$ cat src/rtl/rxinit_pkg.sv
package rxinit_pkg;

  typedef enum logic [2:0] {
    ST_PLL_RST  = 3'd0,
    ST_PLL_WAIT = 3'd1,
    ST_ALN_WAIT = 3'd2,
    ST_FIFO_RST = 3'd3,
    ST_RUN      = 3'd4
  } seq_st_t;

  // True on the last cycle of a window of lim cycles counted from zero.
  function automatic logic at_last(input logic [31:0] cnt, input logic [31:0] lim);
    return cnt == (lim - 32'd1);
  endfunction

  function automatic int unsigned max4(input int unsigned a, input int unsigned b,
                                       input int unsigned c, input int unsigned d);
    int unsigned m;
    m = a;
    if (b > m) m = b;
    if (c > m) m = c;
    if (d > m) m = d;
    return m;
  endfunction

endpackage

$ cat src/rtl/rxinit_tick_cnt.sv
module rxinit_tick_cnt #(
  parameter int unsigned W = 8
) (
  input  logic         clk,
  input  logic         rst_n,
  input  logic         clr,
  output logic [W-1:0] q
);
  always_ff @(posedge clk or negedge rst_n) begin
    if (!rst_n)   q <= '0;
    else if (clr) q <= '0;
    else          q <= q + 1'b1;
  end

  p_clr_zero_r2: assert property (@(posedge clk) disable iff (!rst_n)
    clr |=> (q == '0));
endmodule

$ cat src/rtl/rxinit_lock_filter.sv
module rxinit_lock_filter #(
  parameter int unsigned N = 8,
  localparam int unsigned W = $clog2(N + 1)
) (
  input  logic clk,
  input  logic rst_n,
  input  logic en,
  input  logic lock,
  output logic hit
);
  logic [W-1:0] run_q;

  assign hit = en && lock && rxinit_pkg::at_last(32'(run_q), 32'(N));

  always_ff @(posedge clk or negedge rst_n) begin
    if (!rst_n)              run_q <= '0;
    else if (!en || !lock)   run_q <= '0;
    else if (!hit)           run_q <= run_q + 1'b1;
  end

  p_drop_clears_r4: assert property (@(posedge clk) disable iff (!rst_n)
    (en && !lock) |=> (run_q == '0) && !hit);
endmodule

$ cat src/rtl/rxinit_seq.sv
module rxinit_seq #(
  parameter int unsigned PLL_RST_CYC  = 4,
  parameter int unsigned STABLE_CYC   = 8,
  parameter int unsigned FIFO_RST_CYC = 2,
  parameter int unsigned PLL_TMO      = 64,
  parameter int unsigned ALIGN_TMO    = 64
) (
  input  logic clk,
  input  logic rst_n,
  input  logic restart_req,
  input  logic lock_lost,
  input  logic pll_lock_comb,
  input  logic pll_lock_ext,
  input  logic align_lock,
  output logic pll_rst,
  output logic align_rst,
  output logic fifo_rst,
  output logic ready,
  output logic word_align_start,
  output logic align_drop_seen,
  output logic timeout_err
);
  import rxinit_pkg::*;

  localparam int unsigned MAXC = max4(PLL_RST_CYC, FIFO_RST_CYC, PLL_TMO, ALIGN_TMO);
  localparam int unsigned CW   = $clog2(MAXC + 1);

  seq_st_t       st_q, st_n;
  logic [CW-1:0] cnt;
  logic          cnt_clr;
  logic          kick;
  logic          stable_hit;
  logic          pll_expired, aln_expired;
  logic          err_set, drop_set;
  logic          al_q;

  assign kick        = restart_req || lock_lost;
  assign pll_expired = at_last(32'(cnt), 32'(PLL_TMO));
  assign aln_expired = at_last(32'(cnt), 32'(ALIGN_TMO));

  rxinit_tick_cnt #(.W(CW)) u_cnt (
    .clk  (clk),
    .rst_n(rst_n),
    .clr  (cnt_clr),
    .q    (cnt)
  );

  rxinit_lock_filter #(.N(STABLE_CYC)) u_filt (
    .clk  (clk),
    .rst_n(rst_n),
    .en   (st_q == ST_PLL_WAIT),
    .lock (pll_lock_comb),
    .hit  (stable_hit)
  );

  always_comb begin
    st_n    = st_q;
    err_set = 1'b0;
    if (kick) begin
      st_n = ST_PLL_RST;
    end else begin
      unique case (st_q)
        ST_PLL_RST:
          if (at_last(32'(cnt), 32'(PLL_RST_CYC))) st_n = ST_PLL_WAIT;
        ST_PLL_WAIT:
          if (stable_hit) st_n = ST_ALN_WAIT;
          else if (pll_expired) begin st_n = ST_PLL_RST; err_set = 1'b1; end
        ST_ALN_WAIT:
          if (align_lock) st_n = ST_FIFO_RST;
          else if (aln_expired) begin st_n = ST_PLL_RST; err_set = 1'b1; end
        ST_FIFO_RST:
          if (at_last(32'(cnt), 32'(FIFO_RST_CYC))) st_n = ST_RUN;
        ST_RUN:  st_n = ST_RUN;
        default: st_n = ST_PLL_RST;
      endcase
    end
  end

  assign cnt_clr  = kick || (st_n != st_q);
  assign drop_set = (st_q == ST_RUN) && al_q && !align_lock;

  always_ff @(posedge clk or negedge rst_n) begin
    if (!rst_n) begin
      st_q             <= ST_PLL_RST;
      al_q             <= 1'b0;
      word_align_start <= 1'b0;
      align_drop_seen  <= 1'b0;
      timeout_err      <= 1'b0;
    end else begin
      st_q             <= st_n;
      al_q             <= align_lock;
      word_align_start <= (st_n == ST_RUN) && (st_q != ST_RUN);
      align_drop_seen  <= kick ? 1'b0 : (align_drop_seen || drop_set);
      timeout_err      <= timeout_err || err_set;
    end
  end

  assign pll_rst   = (st_q == ST_PLL_RST);
  assign align_rst = (st_q == ST_PLL_RST) || (st_q == ST_PLL_WAIT);
  assign fifo_rst  = (st_q == ST_FIFO_RST);
  assign ready     = (st_q == ST_RUN);

  // Assertions on the sequencing rules.
  p_pll_under_align_r1: assert property (@(posedge clk) disable iff (!rst_n)
    pll_rst |-> align_rst);
  p_ext_ignored_r3: assert property (@(posedge clk) disable iff (!rst_n)
    (align_rst && !pll_rst && pll_lock_ext && !pll_lock_comb) |=> align_rst);
  p_align_after_lock_r4: assert property (@(posedge clk) disable iff (!rst_n)
    $fell(align_rst) |-> $past(pll_lock_comb));
  p_fifo_after_lock_r5: assert property (@(posedge clk) disable iff (!rst_n)
    $rose(fifo_rst) |-> $past(align_lock));
  p_ready_clean_r6: assert property (@(posedge clk) disable iff (!rst_n)
    ready |-> !pll_rst && !align_rst && !fifo_rst);
  p_start_single_r7: assert property (@(posedge clk) disable iff (!rst_n)
    word_align_start |-> ready ##1 !word_align_start);
  p_restart_r8: assert property (@(posedge clk) disable iff (!rst_n)
    kick |=> pll_rst && align_rst && !ready && !align_drop_seen);
  p_drop_keeps_ready_r9: assert property (@(posedge clk) disable iff (!rst_n)
    (ready && !kick) |=> ready);
  p_err_sticky_r10: assert property (@(posedge clk) disable iff (!rst_n)
    timeout_err |=> timeout_err);
endmodule

$ cat config.mk
export PLATFORM = sky130hd
export DESIGN_NAME = rxinit_seq
export DESIGN_NICKNAME = d
export VERILOG_FILES = /design/src/rtl/rxinit_pkg.sv /design/src/rtl/rxinit_tick_cnt.sv /design/src/rtl/rxinit_lock_filter.sv /design/src/rtl/rxinit_seq.sv
export SDC_FILE = /design/constraint.sdc
export NUM_CORES = 1
export LEC_CHECK = 0
export ABC_CLOCK_PERIOD_IN_PS = 4500
export CAP_MARGIN = 20
export CORE_MARGIN = 1
export CORE_UTILIZATION = 64
export CTS_CLUSTER_SIZE = 12
export DETAILED_ROUTE_END_ITERATION = 10
export DONT_BUFFER_PORTS = 1
export PLACE_DENSITY = 0.81
export REMOVE_ABC_BUFFERS = 1
export SLEW_MARGIN = 40
export SYNTH_ARGS = -nofsm -noshare
export SYNTH_HDL_FRONTEND = slang
export SYNTH_SLANG_ARGS = --single-unit
$ cat constraint.sdc
create_clock -name clk -period 4.5 [get_ports clk]
set_input_delay 0.225 -clock clk [delete_from_list [all_inputs] [get_ports clk]]
set_output_delay 0.225 -clock clk [all_outputs]
set_load 0.02 [all_outputs]
## After elaboration in Yosys (flattened, before gate mapping)

Index checks and enable logic that the tools add are counted.

| word-level totals | value |
|---|---|
| flip-flop bits (word level) | 18 |
| input port bits | 7 |
| word-level logic and storage cells | 52 |

| operators by class | value |
|---|---|
| add/subtract/negate cells | 2 |
| eq/ne operators | 12 |
| muxes and demuxes | 16 |
| reduce and logical (&&, ||, !) cells | 15 |

Operator list:

| kind | count |
|---|---|
| $mux 3 | 6 |
| $pmux 3 s5 | 1 |
| $mux 4 | 2 |
| $add 7x1->7 const B | 1 |
| $eq 7x1->1 const B | 1 |
| $eq 7x2->1 const B | 1 |
| $eq 7x6->1 const B | 1 |
| $mux 7 | 1 |
| $eq 3x2->1 const B | 2 |
| $eq 3x3->1 const B | 2 |
| $logic_or 1x1->1 | 6 |
| $logic_and 1x1->1 | 5 |
| $mux 1 | 5 |
| $add 4x1->4 const B | 1 |
| $eq 4x3->1 const B | 1 |
| $eq 3x1->1 const B | 1 |
| $logic_not 1->1 | 3 |
| $logic_not 3->1 | 1 |
| $ne 3x3->1 | 1 |
| $ne 3x3->1 const B | 1 |
| $ne 2x1->1 const B | 1 |
| $pmux 1 s2 | 1 |

## Depth between registers and ports, before layout

| logic depth | value |
|---|---|
| depth in word-level cells | 9 |
| gate-level depth with buffers | 6 |
| gate-level depth less buffers | 6 |

## Modules after synthesis

Synthesis repeated with hierarchy kept, for this count alone.

| second synthesis, totals | value |
|---|---|
| cells, all modules | 102 |
| area total of the unflattened synthesis | 999.7 um^2 |

By module, submodules not included:

| module | times used | cells each | area an instance (um^2) |
|---|---|---|---|
| rxinit_seq | 1 | 54 | 478.0 |
| rxinit_tick_cnt | 1 | 29 | 305.3 |
| rxinit_lock_filter | 1 | 19 | 216.5 |

## Least setup slack after synthesis

Ideal clock, no wire load.

| timing | value |
|---|---|
| path type | register -> register |
| start | reg u_cnt.q[0] |
| end | reg u_cnt.q[2] |
| arrival time | 1.619 ns |
| data required time | 4.377 ns |
| slack | 2.758 ns |
| cell stages (with the launch flop) | 7 |
| path buffers | 0 |
| clock period less this slack | 1.742 ns |
| path through | dfrtp_1 ha_1 nand3_2 or3_4 o31a_1 a2bb2oi_4 nor2_1 |

| between the ends | value |
|---|---|
| word-level cells in the longest chain between the ends | 8 |
| elaborated cells on any way between the ends | 14 |
| classes of those cells | add/sub (1); eq/ne (4); mux (8); reduce/logical (1) |

RTL lines:

| element | line | source |
|---|---|---|
| from (decl) | rxinit_tick_cnt.sv:7 | `output logic [W-1:0] q` |
| from (signal assigned) | rxinit_tick_cnt.sv:12 | `else q <= q + 1'b1;` |
| $eq 7x6->1 | rxinit_pkg.sv:13 | `return cnt == (lim - 32'd1);` |
| $mux 3 | rxinit_seq.sv:67, rxinit_seq.sv:70 |  |
| $mux 3 (on tied branches) | rxinit_seq.sv:69, rxinit_seq.sv:66 |  |
| $pmux 3 s5 | rxinit_seq.sv:62 | `unique case (st_q)` |
| $mux 3 | rxinit_seq.sv:59 | `if (kick) begin` |
| $ne 3x3->1 | rxinit_seq.sv:79 | `assign cnt_clr = kick \|\| (st_n != st_q);` |
| $logic_or 1x1->1 | rxinit_seq.sv:79 |  |
| $mux 7 (*) | rxinit_tick_cnt.sv:11 | `else if (clr) q <= '0;` |

Mark *: on every way between the ends. The rest lies on a longest branch, timed or not.
A chain may end at the register's enable or synchronous reset.

## Final worst setup path

| timing | value |
|---|---|
| start | reg st_q[1] |
| end | reg align_drop_seen |

| between the ends | value |
|---|---|
| word-level cells in the longest chain between the ends | 5 |

RTL lines:

| element | line | source |
|---|---|---|
| from (decl) | rxinit_seq.sv:28 | `seq_st_t st_q, st_n;` |
| from (signal assigned) | rxinit_seq.sv:90 | `st_q <= st_n;` |
| $eq 3x3->1 | - |  |
| via ready | rxinit_seq.sv:18 | `output logic ready,` |
| $logic_and 1x1->1 (2 in series) | rxinit_seq.sv:80 | `assign drop_set = (st_q == ST_RUN) && al_q && !align_lock;` |
| $logic_or 1x1->1 | rxinit_seq.sv:93 | `align_drop_seen <= kick ? 1'b0 : (align_drop_seen \|\| drop_set);` |
| $mux 1 | rxinit_seq.sv:93 |  |
| to (signal assigned) | rxinit_seq.sv:93 |  |
| to (decl) | rxinit_seq.sv:20 | `output logic align_drop_seen,` |

The timed path passes the listed nets, and every way through them passes these cells.

==> out/metrics.yaml <==
outcome: "finished, final reports clean"
core_area_um2: 1320
wl_met2_um: 847
cp.arrival_ns: 2.21
dp_hpwl_mm: 1.13
yosysWarnings: 0
path_cells: "nor3b_2 > a31oi_1 > nor3_1 > dlygate4sd3_1"
vias: 672
clock_latency_ns: 0.29
routabilityCongestion: 0.724
r2r_start: "st_q[1]"
synth-seq-cells: 18
synth_area_per_cell_um2: 10.2
top_layer: "met4"
setup_ws_ns: 2.52
synthFlopType: "dfrtp_1"
grt_pass1_vias: 588
worstSetupPathType: "register to register"
crit_buf_inv: 1
syn_area_um2: 921
synthArstFlopShare: 1.00
syn_inst: 90
nets: 110
post-route-util: 0.773
wl_met1_um: 745
synth-edff-count: 0
p_leak_nw: 0.447
rows: 13
numCtsBuffers: 3
clk_path_buf_depth: 2
tightestPinTransition_ns: 0.655
max_stage_delay_ns: 0.58
avgViaCountPerCell: 5.95
num_io_pins: 14
multiInputGateArea_um2: 457
ir_drop_uv: 183
yosysUniqueCellTypes: 31
wirelength_mm: 1.65
first_iter_violations: 9
placed_area_um2: 941
hold_buffers: 5
postRouteAntennaNets: 0
firstDrtPassIters: 4
post_cts_buffers: 0
grt_pass1_wl_mm: 2.40
wl_met3_um: 34
reg2reg_setup_slack_ns: 2.52
initial_core_util: 0.699
drv_cap: 0
final_layout_size_suffix_gt1_frac: 0.102
hold_violations: 0
clock_sinks: 18
critPathLaunchType: "register"
stdcell_area_um2: 1020
place_ws_ns: 2.61
crit_path_end_kind: "register"
crit_fanout: 9
drc: 0
crit_family: "simple AND/OR/NAND/NOR gates"
wl_per_cell_um: 14.6
path_clk_slew_ns: 0.09
port_buffers: 0
setup_viol: 0
antenna_found_initial: 0
hold_depth: 2
tns_ns: 0
rr_worst_depth: 4
h-tree-depth: 1
rr_endpoint: "align_drop_seen"
fillers: 92
diodes: 0
cts_tree: "built"
fmax_ghz: 0.504
area_growth_syn_to_layout_pct: 10.6
finClkSkew_ns: 0.00793
overflow: 0
timing.hold.ws_ns: 0.0886
yosysSeqAreaShare: 0.489
fin_crit_ns: 1.98
relSlewSlack: 0.560
hold_start: "restart_req"
fin_crit_sh: 0.441
clock-root-buffer: "clkbuf_4"
powerDensity_nw_per_um2: 250
track_usage: 0.231
hold_class: "input pin to register"
worstPathRequired_ns: 4.72
crit_path_top_delay_cell: "dlygate4sd3_1"
die-area_um2: 1590
rsz0062_at_grt: "no"
post_cts_resized: 0
regArea_um2: 450
grt_max_degree: 19
slew_violations: 0
whs_endpoint: "st_q[1]"
dieHeight_um: 39.9
die-width_um: 39.9
## per-layer routing
metal  vias up  global-route usage
met5         -                   0
met3         5              0.0333
met4         0               0.103
met2         8               0.379
li1        342                   -
met1       317               0.300
## cells by family (layout without fill, tap and decap cells)
logic type	count (synthesis)	in the layout	synth area share
flops	18	18	0.489
compound gates	18	18	0.167
buf+inv	5	13	0.0204
xor+xnor	6	6	0.0571
fa+ha+maj	3	3	0.0408
simple gates	40	40	0.226
## registers in the layout (all words and copies together) (netlist names)
register,flops
u_filt.run_q,4
timeout_err,1
align_drop_seen,1
al_q,1
st_q,3
u_cnt.q,7
word_align_start,1
## worst max path at each step
stage               slack, ns              end  startpoint  depth (start not counted)
global route             2.35  align_drop_seen     st_q[2]                          4
floorplan                2.76       u_cnt.q[2]  u_cnt.q[0]                          6
detailed placement       2.61       u_cnt.q[2]  u_cnt.q[0]                          6
finish                   2.52  align_drop_seen     st_q[1]                          4
CTS                      2.59  align_drop_seen     st_q[1]                          4
global placement         2.64       u_cnt.q[4]  u_cnt.q[0]                          6
## cells in the mapped netlist, types with 2 or more instances
master | count | area (µm²)
dfrtp_1 | 18 | 450
nor2_1 | 12 | 45.0
a21oi_1 | 6 | 30.0
nand2_1 | 6 | 22.5
nor3_1 | 6 | 30.0
inv_1 | 4 | 15.0
nand3_1 | 4 | 20.0
ha_1 | 3 | 37.5
o21ai_0 | 3 | 15.0
xnor2_1 | 3 | 26.3
xor2_1 | 3 | 26.3
a2bb2oi_4 | 2 | 52.6
nor4_1 | 2 | 12.5
## final cells by class
cell class	count	area share
Inverter	4	0.0147
Multi-Input combinational cell	67	0.448
Tap cell	15	0.0184
Timing Repair Buffer	6	0.0541
Clock buffer	3	0.0221
Sequential cell	18	0.442
## power breakdown
part / switching (mW) / internal [mW] / total (mW)
sequential: 0.00166 / 0.163 / 0.165
clock: 0.0448 / 0.0311 / 0.0759
combinational: 0.00787 / 0.00623 / 0.0141
## through the flow
step | cells | power [mW]
after floorplan | 89 | 0.174
after global placement | 104 | 0.176
after detailed placement | 104 | 0.176
after CTS | 112 | 0.258
after global routing | 113 | 0.264
final | 113 | 0.255
## cells in the final DEF, fill, tap and decap left out, drive strengths merged, types with 2 or more instances in the layout
cell type / netlist / layout
nor4: 2 / 2
nand2: 6 / 6
nand3: 5 / 5
a2bb2oi: 2 / 2
inv: 4 / 4
dlygate4sd3: 0 / 5
o21ai: 3 / 3
nor2: 12 / 12
and3: 2 / 2
clkbuf: 1 / 3
dfrtp: 18 / 18
xnor2: 3 / 3
nor3: 6 / 6
ha: 3 / 3
xor2: 3 / 3
a21oi: 6 / 6
Note: power is estimated with default switching activity, not from simulation.
